$ cat config.mk
export PLATFORM = sky130hd
export DESIGN_NAME = host_mode_port
export DESIGN_NICKNAME = d
export VERILOG_FILES = /design/src/rtl/hbm_pkg.sv /design/src/rtl/hb_sync.sv /design/src/rtl/hb_mode_detect.sv /design/src/rtl/hb_strobe_decode.sv /design/src/rtl/hb_vector_reg.sv /design/src/rtl/host_mode_port.sv
export SDC_FILE = /design/constraint.sdc
export NUM_CORES = 1
export LEC_CHECK = 0
export BUFFER_PORTS_ARGS = -buffer_cell sky130_fd_sc_hd__buf_2
export CORE_MARGIN = 5
export CORE_UTILIZATION = 49
export DETAILED_ROUTE_END_ITERATION = 10
export HOLD_SLACK_MARGIN = 0.08
export PLACE_DENSITY = 0.77
export SLEW_MARGIN = 30
export SYNTH_ARGS = -nofsm -noshare
export SYNTH_HDL_FRONTEND = slang
export SYNTH_SLANG_ARGS = --single-unit
$ cat constraint.sdc
create_clock -name clk -period 2.1 [get_ports clk]
set_clock_uncertainty 0.05 [all_clocks]
set_input_delay 0.315 -clock clk [delete_from_list [all_inputs] [get_ports clk]]
set_output_delay 0.315 -clock clk [all_outputs]
set_load 0.02 [all_outputs]
$ cat src/rtl/hbm_pkg.sv
package hbm_pkg;
  typedef enum logic {HB_SPLIT = 1'b0, HB_RW = 1'b1} hb_mode_e;

  typedef struct packed {
    logic cs_n;
    logic wr_n;
    logic rd_n;
    logic iack_n;
  } hb_pins_t;

  localparam int HB_NPINS = $bits(hb_pins_t);
endpackage

$ cat src/rtl/hb_sync.sv
module hb_sync #(
  parameter int W      = 4,
  parameter int STAGES = 2
) (
  input  logic         clk,
  input  logic         rst_n,
  input  logic [W-1:0] d,
  output logic [W-1:0] q,
  output logic [W-1:0] fall
);
  logic [W-1:0] stage [STAGES];
  logic [W-1:0] prev;

  genvar i;
  generate
    for (i = 0; i < STAGES; i++) begin : g_stage
      always_ff @(posedge clk or negedge rst_n) begin
        if (!rst_n) stage[i] <= '1;
        else if (i == 0) stage[i] <= d;
        else stage[i] <= stage[(i == 0) ? 0 : i-1];
      end
    end
  endgenerate

  always_ff @(posedge clk or negedge rst_n) begin
    if (!rst_n) prev <= '1;
    else prev <= stage[STAGES-1];
  end

  assign q    = stage[STAGES-1];
  assign fall = prev & ~stage[STAGES-1];
endmodule

$ cat src/rtl/hb_mode_detect.sv
module hb_mode_detect
  import hbm_pkg::*;
(
  input  logic     clk,
  input  logic     rst_n,
  input  logic     cs_s,
  input  logic     cs_fall,
  input  logic     wr_fall,
  output hb_mode_e mode,
  output logic     locked
);
  always_ff @(posedge clk or negedge rst_n) begin
    if (!rst_n) begin
      mode   <= HB_SPLIT;
      locked <= 1'b0;
    end else if (!locked) begin
      if (wr_fall && cs_s) begin
        mode   <= HB_RW;
        locked <= 1'b1;
      end else if (cs_fall) begin
        locked <= 1'b1;
      end
    end
  end
endmodule

$ cat src/rtl/hb_strobe_decode.sv
module hb_strobe_decode
  import hbm_pkg::*;
#(
  parameter int AW = 2,
  parameter int DW = 8
) (
  input  logic          clk,
  input  logic          rst_n,
  input  hb_mode_e      mode,
  input  hb_pins_t      pin_s,
  input  hb_pins_t      pin_fall,
  input  logic          int_en,
  input  logic [AW-1:0] addr_in,
  input  logic [DW-1:0] data_in,
  output logic          wr_pulse,
  output logic          rd_pulse,
  output logic [AW-1:0] addr_q,
  output logic [DW-1:0] wdata_q,
  output logic          rd_oe,
  output logic          vec_oe,
  output logic          ack_pull
);
  logic alt, sel, wr_ev, rd_ev, wr_busy, rd_busy, vec_busy, hold_q;

  always_comb begin
    alt      = (mode == HB_RW);
    sel      = ~pin_s.cs_n;
    wr_ev    = alt ? (pin_fall.cs_n & ~pin_s.wr_n) : (sel & pin_fall.wr_n);
    rd_ev    = alt ? (pin_fall.cs_n &  pin_s.wr_n) : (sel & pin_fall.rd_n);
    wr_busy  = sel & ~pin_s.wr_n;
    rd_busy  = alt ? (sel & pin_s.wr_n) : (sel & ~pin_s.rd_n);
    vec_busy = ~pin_s.iack_n & int_en & ~wr_busy;
  end

  always_ff @(posedge clk or negedge rst_n) begin
    if (!rst_n) begin
      wr_pulse <= 1'b0;
      rd_pulse <= 1'b0;
      addr_q   <= '0;
      wdata_q  <= '0;
      rd_oe    <= 1'b0;
      vec_oe   <= 1'b0;
      hold_q   <= 1'b0;
      ack_pull <= 1'b0;
    end else begin
      wr_pulse <= wr_ev;
      rd_pulse <= rd_ev;
      if (wr_ev || rd_ev) begin
        addr_q  <= addr_in;
        wdata_q <= data_in;
      end
      rd_oe    <= rd_busy & ~vec_busy;
      vec_oe   <= vec_busy;
      hold_q   <= alt & (sel | vec_busy);
      ack_pull <= hold_q & alt;
    end
  end
endmodule

$ cat src/rtl/hb_vector_reg.sv
module hb_vector_reg
  import hbm_pkg::*;
#(
  parameter int          DW          = 8,
  parameter logic [DW-1:0] SPLIT_DFLT = '0,
  parameter logic [DW-1:0] RW_DFLT    = DW'(8'h0F)
) (
  input  logic          clk,
  input  logic          rst_n,
  input  hb_mode_e      mode,
  input  logic          wr_en,
  input  logic [DW-1:0] wdata,
  output logic [DW-1:0] vector
);
  logic          written;
  logic [DW-1:0] value_q;

  always_ff @(posedge clk or negedge rst_n) begin
    if (!rst_n) begin
      written <= 1'b0;
      value_q <= '0;
    end else if (wr_en) begin
      written <= 1'b1;
      value_q <= wdata;
    end
  end

  assign vector = written ? value_q : ((mode == HB_RW) ? RW_DFLT : SPLIT_DFLT);
endmodule

$ cat src/rtl/host_mode_port.sv
module host_mode_port
  import hbm_pkg::*;
#(
  parameter int            ADDR_W   = 2,
  parameter int            DATA_W   = 8,
  parameter int            VEC_ADDR = 3,
  parameter logic [DATA_W-1:0] RW_VEC = DATA_W'(8'h0F)
) (
  input  logic              clk,
  input  logic              rst_n,
  input  logic              host_cs_n,
  input  logic              host_wr_n,
  input  logic              host_rd_n,
  input  logic              host_iack_n,
  input  logic [ADDR_W-1:0] host_addr,
  input  logic [DATA_W-1:0] host_din,
  output logic [DATA_W-1:0] host_dout,
  output logic              host_dout_oe,
  output logic              host_ack_pull,
  input  logic              irq_enable,
  output logic              regf_wr,
  output logic              regf_rd,
  output logic [ADDR_W-1:0] regf_addr,
  output logic [DATA_W-1:0] regf_wdata,
  input  logic [DATA_W-1:0] regf_rdata,
  output logic              mode_rw,
  output logic              mode_locked
);
  localparam logic [ADDR_W-1:0] VEC_SEL = ADDR_W'(VEC_ADDR);

  hb_pins_t    raw, pin_s, pin_fall;
  hb_mode_e    mode;
  logic        rd_oe, vec_oe;
  logic [DATA_W-1:0] vector;

  assign raw = '{cs_n: host_cs_n, wr_n: host_wr_n, rd_n: host_rd_n, iack_n: host_iack_n};

  hb_sync #(.W(HB_NPINS), .STAGES(2)) u_sync (
    .clk(clk), .rst_n(rst_n), .d(raw), .q(pin_s), .fall(pin_fall)
  );

  hb_mode_detect u_mode (
    .clk(clk), .rst_n(rst_n), .cs_s(pin_s.cs_n), .cs_fall(pin_fall.cs_n),
    .wr_fall(pin_fall.wr_n), .mode(mode), .locked(mode_locked)
  );

  hb_strobe_decode #(.AW(ADDR_W), .DW(DATA_W)) u_dec (
    .clk(clk), .rst_n(rst_n), .mode(mode), .pin_s(pin_s), .pin_fall(pin_fall),
    .int_en(irq_enable), .addr_in(host_addr), .data_in(host_din),
    .wr_pulse(regf_wr), .rd_pulse(regf_rd), .addr_q(regf_addr), .wdata_q(regf_wdata),
    .rd_oe(rd_oe), .vec_oe(vec_oe), .ack_pull(host_ack_pull)
  );

  hb_vector_reg #(.DW(DATA_W), .SPLIT_DFLT('0), .RW_DFLT(RW_VEC)) u_vec (
    .clk(clk), .rst_n(rst_n), .mode(mode),
    .wr_en(regf_wr && (regf_addr == VEC_SEL)), .wdata(regf_wdata), .vector(vector)
  );

  assign mode_rw      = (mode == HB_RW);
  assign host_dout_oe = rd_oe | vec_oe;
  assign host_dout    = vec_oe ? vector : (rd_oe ? regf_rdata : '0);
endmodule

==> metrics.txt, run 1 <==
Synth area leaders dfrtp_1, dfstp_2, mux2_2, a32o_1, nand2b_1; synthesized netlist cell count 106; CP startpoint u_vec.written$_DFFE_PN0P_; initial antenna violation count 0; post-synthesis mux area share 14.4%; Compound-Gate Fraction of Synth Area 9.15%; first-pass GRT wire length 4.80 mm; CTS clk-pin slew, worst paths 120 ps; CTS tree built; post-DR wirelength/cell 14.3 µm; Port Buf Inserts 48; Core Area 2980 µm²; GR Util met3 5.03%; post-synth top area cell dfrtp_1; dpl ws 253 ps; Seq cells post-synth 38; worst rel slew slack 47.3%; CTS buffer count 5; Area Overhead vs Synth 26.4%; drt pass-1 iters 5; hold slack 155 ps; CTS max path bufs 2; Fin. Hold Viols 0; fin nets 186; Cells after DPL 182; H-tree depth 2; IR Drop Worst-Case VDD 0.581 mV; Synth top area share 45.8%; Worst Hold Class in -> reg; sequential fraction of the synthesis area 65.3%; Min Clock Period, post-route 1920 ps; I/O Pins 49; Post-Synth Simple-Gate Area 9.49%; Worst Setup Slack, final 182 ps; Pwr Density 1010 nW/µm²; syn_area_per_cell 13.9 µm²; met1 GRT Util 17.7%; DRC Markers 0; Adder-Cell Fraction of Synth Area 0%; detailed-route via count 991; Post-synth EDFFs 0; XOR/XNOR Fraction of Synth Area 0%; Placer Congestion 0.744; CP Capture Point host_dout[3]; layout cell share with drive strength beyond 1 55.6%; Initial Utilization 49.6%; Required @ worst endpoint 1740 ps; Setup Viol. Count Final 0; synth cell count leaders dfrtp_1, mux2_2, dfstp_2; FF-to-FF End u_dec.wdata_q[3]$_DFFE_PN0P_; post-DP HPWL 2.01 mm; max-slew violation count 0; Die ar. 4210 µm²; Worst-Skew Late Latency 340 ps; Die W 64.9 µm; vias in the first global route 1045; total gr overflow 0; largest family of logic cells by synthesized area multiplexers; GRT Max-Usage Layer met2; largest net degree at the start of global routing 39; Mapped Nets 131; top_reg_cell synth dfrtp_1; Row Count 20; Iter 0 DRT Violations 20; static leakage 0.896 nW; setup repair after global routing missed its margin false; kind of critical path reg -> out; most numerous cell in the Yosys netlist dfrtp_1; r2r setup slk 240 ps; Root Driver clkbuf_4; synth unique cells 22; Synth Warn # 0; status finished clean; Tcrit/Tclk final 91.3%; max frequency 0.521 GHz; Worst-Margin Slew 790 ps; Util after Layout 62.7%; worst-path fanout max 10; Die H 64.9 µm; Worst R2R Start u_sync.prev[2]$_DFF_PN1_; Mapped Area 1480 µm²; Total Routing Usage GR 15.1%; routed vias/inst 5.08; Data arrival, critical path 1550 ps; count of non-filler cells in the finished layout 195; max-capacitance violation count 0; post-route ant nets 0; Routed Wire Length 2.79 mm; Filler Cells Inserted 234; reg2reg path depth 3; Antenna Cells 0; asr flop ratio synth 100%; setup total negative slack 0 ps; met2 Use GR 24.6%; Setup crit end kind output pin; element type at the critical path start flop; clk sink count 38
-- metrics by stage --
step	instance area, µm²	total power [mW]
floorplan	1480	1.29
global placement	1740	1.43
detailed placement	1740	1.45
CTS	1860	1.90
global route	1870	2.01
finish	1870	1.88
-- worst max-delay path, stage by stage, from the launching register on --
cell and delay [ps]:
dfrtp_1 500, nand2b_1 250, a21bo_2 220, o21ai_0 60
buf_2 190
-- sequential cells by signal (all words and copies together), names as in the netlist --
signal	count
u_dec.ack_pull	1
u_dec.vec_oe	1
u_dec.rd_pulse	1
u_mode.locked	1
u_sync.stage	4
u_dec.addr_q	2
u_sync.prev	3
u_vec.value_q	8
u_dec.hold_q	1
u_dec.wr_pulse	1
u_vec.written	1
u_dec.wdata_q	8
u_mode.mode	1
u_sync.q	4
u_dec.rd_oe	1
-- metal layers --
metal | wire, µm | part of all wire, %
met1 | 1150 | 41
met2 | 1410 | 51
met3 | 153 | 5.5
met4 | 73 | 2.6
met5 | 0 | 0
-- cells by family after synthesis --
kind of cell | after synthesis
buf+inv | 6
simple gates | 28
flops | 38
compound gates | 15
mux | 19
-- timing repair --
| action | 4_1_cts | 5_1_grt |
|---|---|---|
| resized for setup | 0 | 1 |
| setup endpoints to repair | 0 | 7 |
| setup buffers | 0 | 0 |
| hold endpoints to repair | 31 | 0 |
| hold buffers | 5 | 0 |
-- worst min path at each step --
stage / from / cells past startpoint / to
after floorplan: rst_n / 0 / u_dec.ack_pull$_DFF_PN0_
final: host_addr[0] / 2 / u_dec.addr_q[0]$_DFFE_PN0P_
after detailed placement: u_sync.stage[5]$_DFF_PN1_ / 0 / u_sync.q[1]$_DFF_PN1_
after global routing: host_addr[0] / 2 / u_dec.addr_q[0]$_DFFE_PN0P_
after global placement: u_sync.stage[5]$_DFF_PN1_ / 0 / u_sync.q[1]$_DFF_PN1_
after CTS: host_addr[0] / 2 / u_dec.addr_q[0]$_DFFE_PN0P_
-- placed cells by master (no fill, tap or decap), types with 4 or more instances in the layout --
cell	count
a32o_1	4
buf_2	48
clkbuf_4	5
dfrtp_1	27
dfstp_2	11
dlygate4sd3_1	5
mux2_2	18
nand2_1	9
nand2b_1	6
-- cell type report --
cell class	count	area, µm²	area share [%]
clock buffer	6	62.6	3.35
clock inverter	2	13.8	0.737
inverter	1	3.75	0.201
multi-input combinational	62	490	26.3
sequential	38	965	51.7
tap	33	41.3	2.21
timing repair buffer	53	290	15.5
-- report_power, final --
part,total (mW),internal (mW),switching [mW]
Clock,0.447,0.203,0.243
Combinational,0.442,0.218,0.224
Sequential,0.996,0.886,0.110
Power figures use the tool's default switching activity.
==> inputs of run 2 (changes only) <==
--- a/config.mk
+++ b/config.mk
@@ -5,12 +5,13 @@
 export SDC_FILE = /design/constraint.sdc
 export NUM_CORES = 1
 export LEC_CHECK = 0
-export BUFFER_PORTS_ARGS = -buffer_cell sky130_fd_sc_hd__buf_2
 export CORE_MARGIN = 5
-export CORE_UTILIZATION = 49
+export CORE_UTILIZATION = 51
 export DETAILED_ROUTE_END_ITERATION = 10
+export DONT_BUFFER_PORTS = 1
 export HOLD_SLACK_MARGIN = 0.08
-export PLACE_DENSITY = 0.77
+export PLACE_DENSITY_LB_ADDON = 0.12
+export RECOVER_POWER = 50
 export SLEW_MARGIN = 30
 export SYNTH_ARGS = -nofsm -noshare
 export SYNTH_HDL_FRONTEND = slang
==> metrics.txt, run 2 (synthesis gave the netlist of run 1 again) <==
setup total negative slack 0 ps (unchanged); Data arrival, critical path 1570 ps (+20 ps); Row Count 19 (-5.0%); Antenna Cells 0 (unchanged); Setup Viol. Count Final 0 (unchanged); worst rel slew slack 41.0% (-6.4 points); max frequency 0.518 GHz (-0.70%); Setup crit end kind output pin; DP Area 1510 µm² (-13%); Die W 63.8 µm (-1.7%); Die H 63.8 µm (-1.7%); Placer Congestion 0.783 (+5.3%); DRC Markers 0 (unchanged); GR Util met3 8.58% (+3.6 points); fin area 1720 µm² (-7.9%); Area Overhead vs Synth 16.4%; IR Drop Worst-Case VDD 0.750 mV (+29%); Initial Utilization 53.5% (+4.0 points); CTS max path bufs 2 (unchanged); element type at the critical path start flop; CTS buffer count 5 (unchanged); Die ar. 4070 µm² (-3.3%); total gr overflow 0 (unchanged); Tcrit/Tclk final 92.0% (+0.65 points); hold path depth 2 (unchanged); Cells after DPL 134 (-26%); met2 Use GR 23.6% (-1.0 points); post-route ant nets 0 (unchanged); detailed-route via count 890 (-10%); max-capacitance violation count 0 (unchanged); vias in the first global route 970 (-7.2%); hold slack 131 ps (-24.2 ps); post-DR wirelength/cell 17.1 µm (+19%); drt pass-1 iters 4 (-1); delay-heaviest family, CP flip-flops; worst hold endpoint u_dec.vec_oe$_DFF_PN0_; Routed Wire Length 2.70 mm (-3.4%); worst-path fanout max 10 (unchanged); Worst Hold Class in -> reg; layout cell share with drive strength beyond 1 32.3% (-23 points); Fin. Hold Viols 0 (unchanged); Worst R2R Start u_sync.prev[2]$_DFF_PN1_; static leakage 0.740 nW (-17%); post-CTS setup repair buffer count 0 (unchanged); met1 GRT Util 16.5% (-1.2 points); r2r setup slk 410 ps (+170 ps); largest net degree at the start of global routing 39 (unchanged); Required @ worst endpoint 1740 ps (about the same); initial antenna violation count 0 (unchanged); kind of critical path reg -> out; GRT Max-Usage Layer met2; first-pass GRT wire length 4.62 mm (-3.6%); setup repair after global routing missed its margin false; Total Routing Usage GR 14.8% (-0.30 points); FF-to-FF End u_dec.wdata_q[7]$_DFFE_PN0P_; CTS clk-pin slew, worst paths 100 ps (-20 ps); Core Area 2760 µm² (-7.4%); Pwr Density 1000 nW/µm² (-0.77%); clk sink count 38 (unchanged); top flop regs u_dec.wdata_q: 8 flops, u_vec.value_q: 8 flops; Worst-Margin Slew 886 ps (+95.3 ps); CP Cell Sequence nand2b_1, a21bo_2, o21ai_0; max-slew violation count 0 (unchanged); I/O Pins 49 (unchanged); Worst-Skew Late Latency 330 ps (about the same); H-tree depth 2 (unchanged); Root Driver clkbuf_4; Iter 0 DRT Violations 43 (+110%); commonest non-fill, non-tap cell in the layout dfrtp_1; Min Clock Period, post-route 1930 ps (+13.6 ps); Port Buf Inserts 0 (-100%); fin nets 151 (-19%); worst path bufs/invs 0 (-1); count of non-filler cells in the finished layout 158 (-19%); status finished clean; reg2reg path depth 4 (+1); Hold Crit Start irq_enable; Max stage delay on crit path 500 ps (about the same); commonest non-fill, non-tap cells in the layout dfrtp_1, mux2_2, dlygate4sd3_1; routed vias/inst 5.63 (+11%); CTS tree built; post-DP HPWL 1.78 mm (-12%); CP max stage cell dfrtp_1
-- run 2: layout make-up --
cell class	count	area, µm²
Inverter	1	3.75
Multi-Input combinational cell	62	490
Clock inverter	2	10.0
Sequential cell	38	965
Timing Repair Buffer	18	170
Clock buffer	6	41.3
Tap cell	31	38.8
Fill cell	224	1040
-- run 2: worst max path at each step --
stage                                         start                            to  slack, ps  cells after the start
final                     u_vec.written$_DFFE_PN0P_                  host_dout[3]        170                      3
after global routing      u_vec.written$_DFFE_PN0P_                  host_dout[3]         20                      3
after CTS                    u_dec.vec_oe$_DFF_PN0_                  host_dout[1]        110                      2
after detailed placement   u_sync.prev[2]$_DFF_PN1_  u_dec.wdata_q[1]$_DFFE_PN0P_        410                      4
after global placement     u_sync.prev[2]$_DFF_PN1_  u_dec.wdata_q[4]$_DFFE_PN0P_        450                      4
after floorplan             u_mode.mode$_DFFE_PN0P_   u_dec.addr_q[0]$_DFFE_PN0P_        300                      4
-- run 2: per-stage QoR --
step / utilization [%] / total power [mW] / setup slack, ps
finish: 62.3 / 1.72 / 168
global route: 62.3 / 1.85 / 23.6
CTS: 62.4 / 1.75 / 107
detailed placement: 54.8 / 1.36 / 415
global placement: 54.8 / 1.34 / 446
floorplan: - / 1.29 / 301
-- run 2: metal layers --
metal  wire, µm  part of all wire, %
met1       1080                   40
met2       1340                   50
met3        242                  9.0
met4         36                  1.3
met5          0                    0
-- run 2: timing repair --
action,4_1_cts,5_1_grt
gates resized for setup,0,1
hold buffers,15,1
hold endpoints to repair,51,1
setup endpoints to repair,0,7
-- run 2: report_power, final --
| group | total, mW | internal (mW) | switching [mW] |
|---|---|---|---|
| Sequential | 1.07 | 0.884 | 0.181 |
| Combinational | 0.309 | 0.172 | 0.137 |
| Clock | 0.348 | 0.128 | 0.220 |
| Total | 1.72 | 1.18 | 0.538 |
==> inputs of run 3 (changes only) <==
--- a/config.mk
+++ b/config.mk
@@ -9,7 +9,9 @@
 export CORE_UTILIZATION = 51
 export DETAILED_ROUTE_END_ITERATION = 10
 export DONT_BUFFER_PORTS = 1
-export HOLD_SLACK_MARGIN = 0.08
+export GPL_ROUTABILITY_DRIVEN = 0
+export GPL_TIMING_DRIVEN = 0
+export HOLD_SLACK_MARGIN = 0.1
 export PLACE_DENSITY_LB_ADDON = 0.12
 export RECOVER_POWER = 50
 export SLEW_MARGIN = 30
==> metrics.txt, run 3 (synthesis gave the netlist of run 1 again) <==
status finished clean; Die W 63.8 µm (unchanged); CTS max path bufs 2 (unchanged); Combinational Power Share 17.4% (-0.5 points); Setup crit end kind flop; post-DR wirelength/cell 16.8 µm (-1.4%); commonest non-fill, non-tap cells in the layout dfrtp_1, mux2_2, dlygate4sd3_1; first-pass GRT wire length 4.64 mm (+0.28%); Port Buf Inserts 0 (unchanged); CP Cell Sequence buf_2, nor2b_1, a311oi_4, mux2_2; top flop regs u_dec.wdata_q: 8 flops, u_vec.value_q: 8 flops; element type at the critical path start flop; CTS clk-pin slew, worst paths 120 ps (+20 ps); Cells after DPL 137 (+2.2%); Worst-Skew Late Latency 340 ps (about the same); post-DP HPWL 1.84 mm (+3.3%); setup total negative slack 0 ps (unchanged); fin area 1750 µm² (+2.0%); Root Driver clkbuf_4; switching pwr 0.560 mW (+4.1%); initial antenna violation count 0 (unchanged); Initial Utilization 53.5% (unchanged); Min Clock Period, post-route 1970 ps (+34.2 ps); post-route ant nets 0 (unchanged); commonest non-fill, non-tap cell in the layout dfrtp_1; Int Power 1.26 mW (+6.0%); drt pass-1 iters 4 (unchanged); fin nets 154 (+2.0%); Die H 63.8 µm (unchanged); CTS buffer count 5 (unchanged); Antenna Cells 0 (unchanged); routed vias/inst 5.55 (-1.5%); clk sink count 38 (unchanged); Required @ worst endpoint 2290 ps (+550 ps); largest net degree at the start of global routing 39 (unchanged); worst rel slew slack 42.3% (+1.3 points); switching share of power 30.9% (-0.40 points); clock share of power 24.3% (+4.1 points); Worst-Margin Slew 866 ps (-20.1 ps); setup repair after global routing missed its margin false; Area Overhead vs Synth 18.7%; DRC Markers 0 (unchanged); layout cell share with drive strength beyond 1 31.5% (-0.75 points); Data arrival, critical path 2150 ps (+580 ps); count of non-filler cells in the finished layout 161 (+1.9%); Die ar. 4070 µm² (unchanged); H-tree depth 2 (unchanged); Fin. Hold Viols 0 (unchanged); Routed Wire Length 2.71 mm (+0.52%); worst-path fanout max 10 (unchanged); max frequency 0.509 GHz (-1.7%); kind of critical path reg -> reg; Setup Viol. Count Final 0 (unchanged); Core Area 2760 µm² (unchanged); Pwr Density 1040 nW/µm² (+3.4%); max-slew violation count 0 (unchanged); Iter 0 DRT Violations 37 (-14%); vias in the first global route 992 (+2.3%); IR Drop Worst-Case VDD 1.00 mV (+33%); I/O Pins 49 (unchanged); part of the power in registers 58.3% (-3.6 points); Row Count 19 (unchanged); total gr overflow 0 (unchanged); max-capacitance violation count 0 (unchanged); static leakage 0.754 nW (+2.0%); detailed-route via count 893 (+0.34%); DP Area 1520 µm² (+0.33%); Total Routing Usage GR 14.9% (+0.026 points); Worst Hold Class reg -> reg; Max stage delay on crit path 550 ps (+50 ps); Tcrit/Tclk final 93.6% (+1.6 points); CP max stage cell a311oi_4; CTS tree built
==> run 3: what timing repair did <==
item,CTS,global route
setup endpoints to repair,0,4
setup buffers,0,0
resized for setup,0,2
hold buffers,17,0
hold endpoints to repair,53,0
==> run 3: power groups by stage <==
stage | logic (mW) | clock network, mW | registers, mW
floorplan | 0.269 | 0 | 1.02
global placement | 0.300 | 0 | 1.05
global route | 0.349 | 0.497 | 1.09
finish | 0.316 | 0.442 | 1.06
CTS | 0.352 | 0.451 | 1.04
detailed placement | 0.309 | 0 | 1.06
==> run 3: path summary, 6_finish.rpt <==
path / start / to / slack, ps / cells past startpoint
hold / removal: u_sync.stage[4]$_DFF_PN1_ / u_sync.q[0]$_DFF_PN1_ / 310 / 0
setup reg to reg: u_mode.mode$_DFFE_PN0P_ / u_dec.wdata_q[6]$_DFFE_PN0P_ / 130 / 4
min in group asynchronous: rst_n / u_dec.hold_q$_DFF_PN0_ / 560 / 2
max in group asynchronous: rst_n / u_dec.wdata_q[3]$_DFFE_PN0P_ / 900 / 2
hold reg to reg: u_sync.stage[4]$_DFF_PN1_ / u_sync.q[0]$_DFF_PN1_ / 310 / 0
setup / recovery: u_mode.mode$_DFFE_PN0P_ / u_dec.wdata_q[6]$_DFFE_PN0P_ / 130 / 4
==> run 3: worst max-delay path, delay by kind of cell (launching register included) <==
family | cells | cell delay, ps
AND/OR/NAND/NOR | 1 | 160
multiplexers | 1 | 410
AO/OA/AOI/OAI | 1 | 550
flip-flops | 1 | 470
buffers and inverters | 1 | 210
==> run 3: metal layers <==
layer	track usage, %	wire length (µm)	share of wire (%)
met1	16.2	1020	38
met5	0	0	0
met3	7.53	247	9.1
met4	6.23	65	2.4
met2	24.2	1380	51
==> run 3: through the flow <==
stage | hold WS (ps) | power (mW) | util, % | setup WS, ps
after global routing | 319 | 1.93 | 63.6 | 41.5
after global placement | -29.3 | 1.35 | 54.9 | 71.3
after floorplan | -30.6 | 1.29 | - | 301
final | 312 | 1.82 | 63.6 | 134
after detailed placement | -29.5 | 1.36 | 54.9 | 82.2
after CTS | 314 | 1.84 | 64.1 | 51.6
==> run 3: area by class of cell <==
type                       count  area (µm²)
tap                           31        38.8
timing repair buffer          17         165
clock buffer                   6        62.6
fill                         228        1000
inverter                       1        3.75
clock inverter                 2        10.0
multi-input combinational     62         492
sequential                    38         965
buffer                         4        16.3
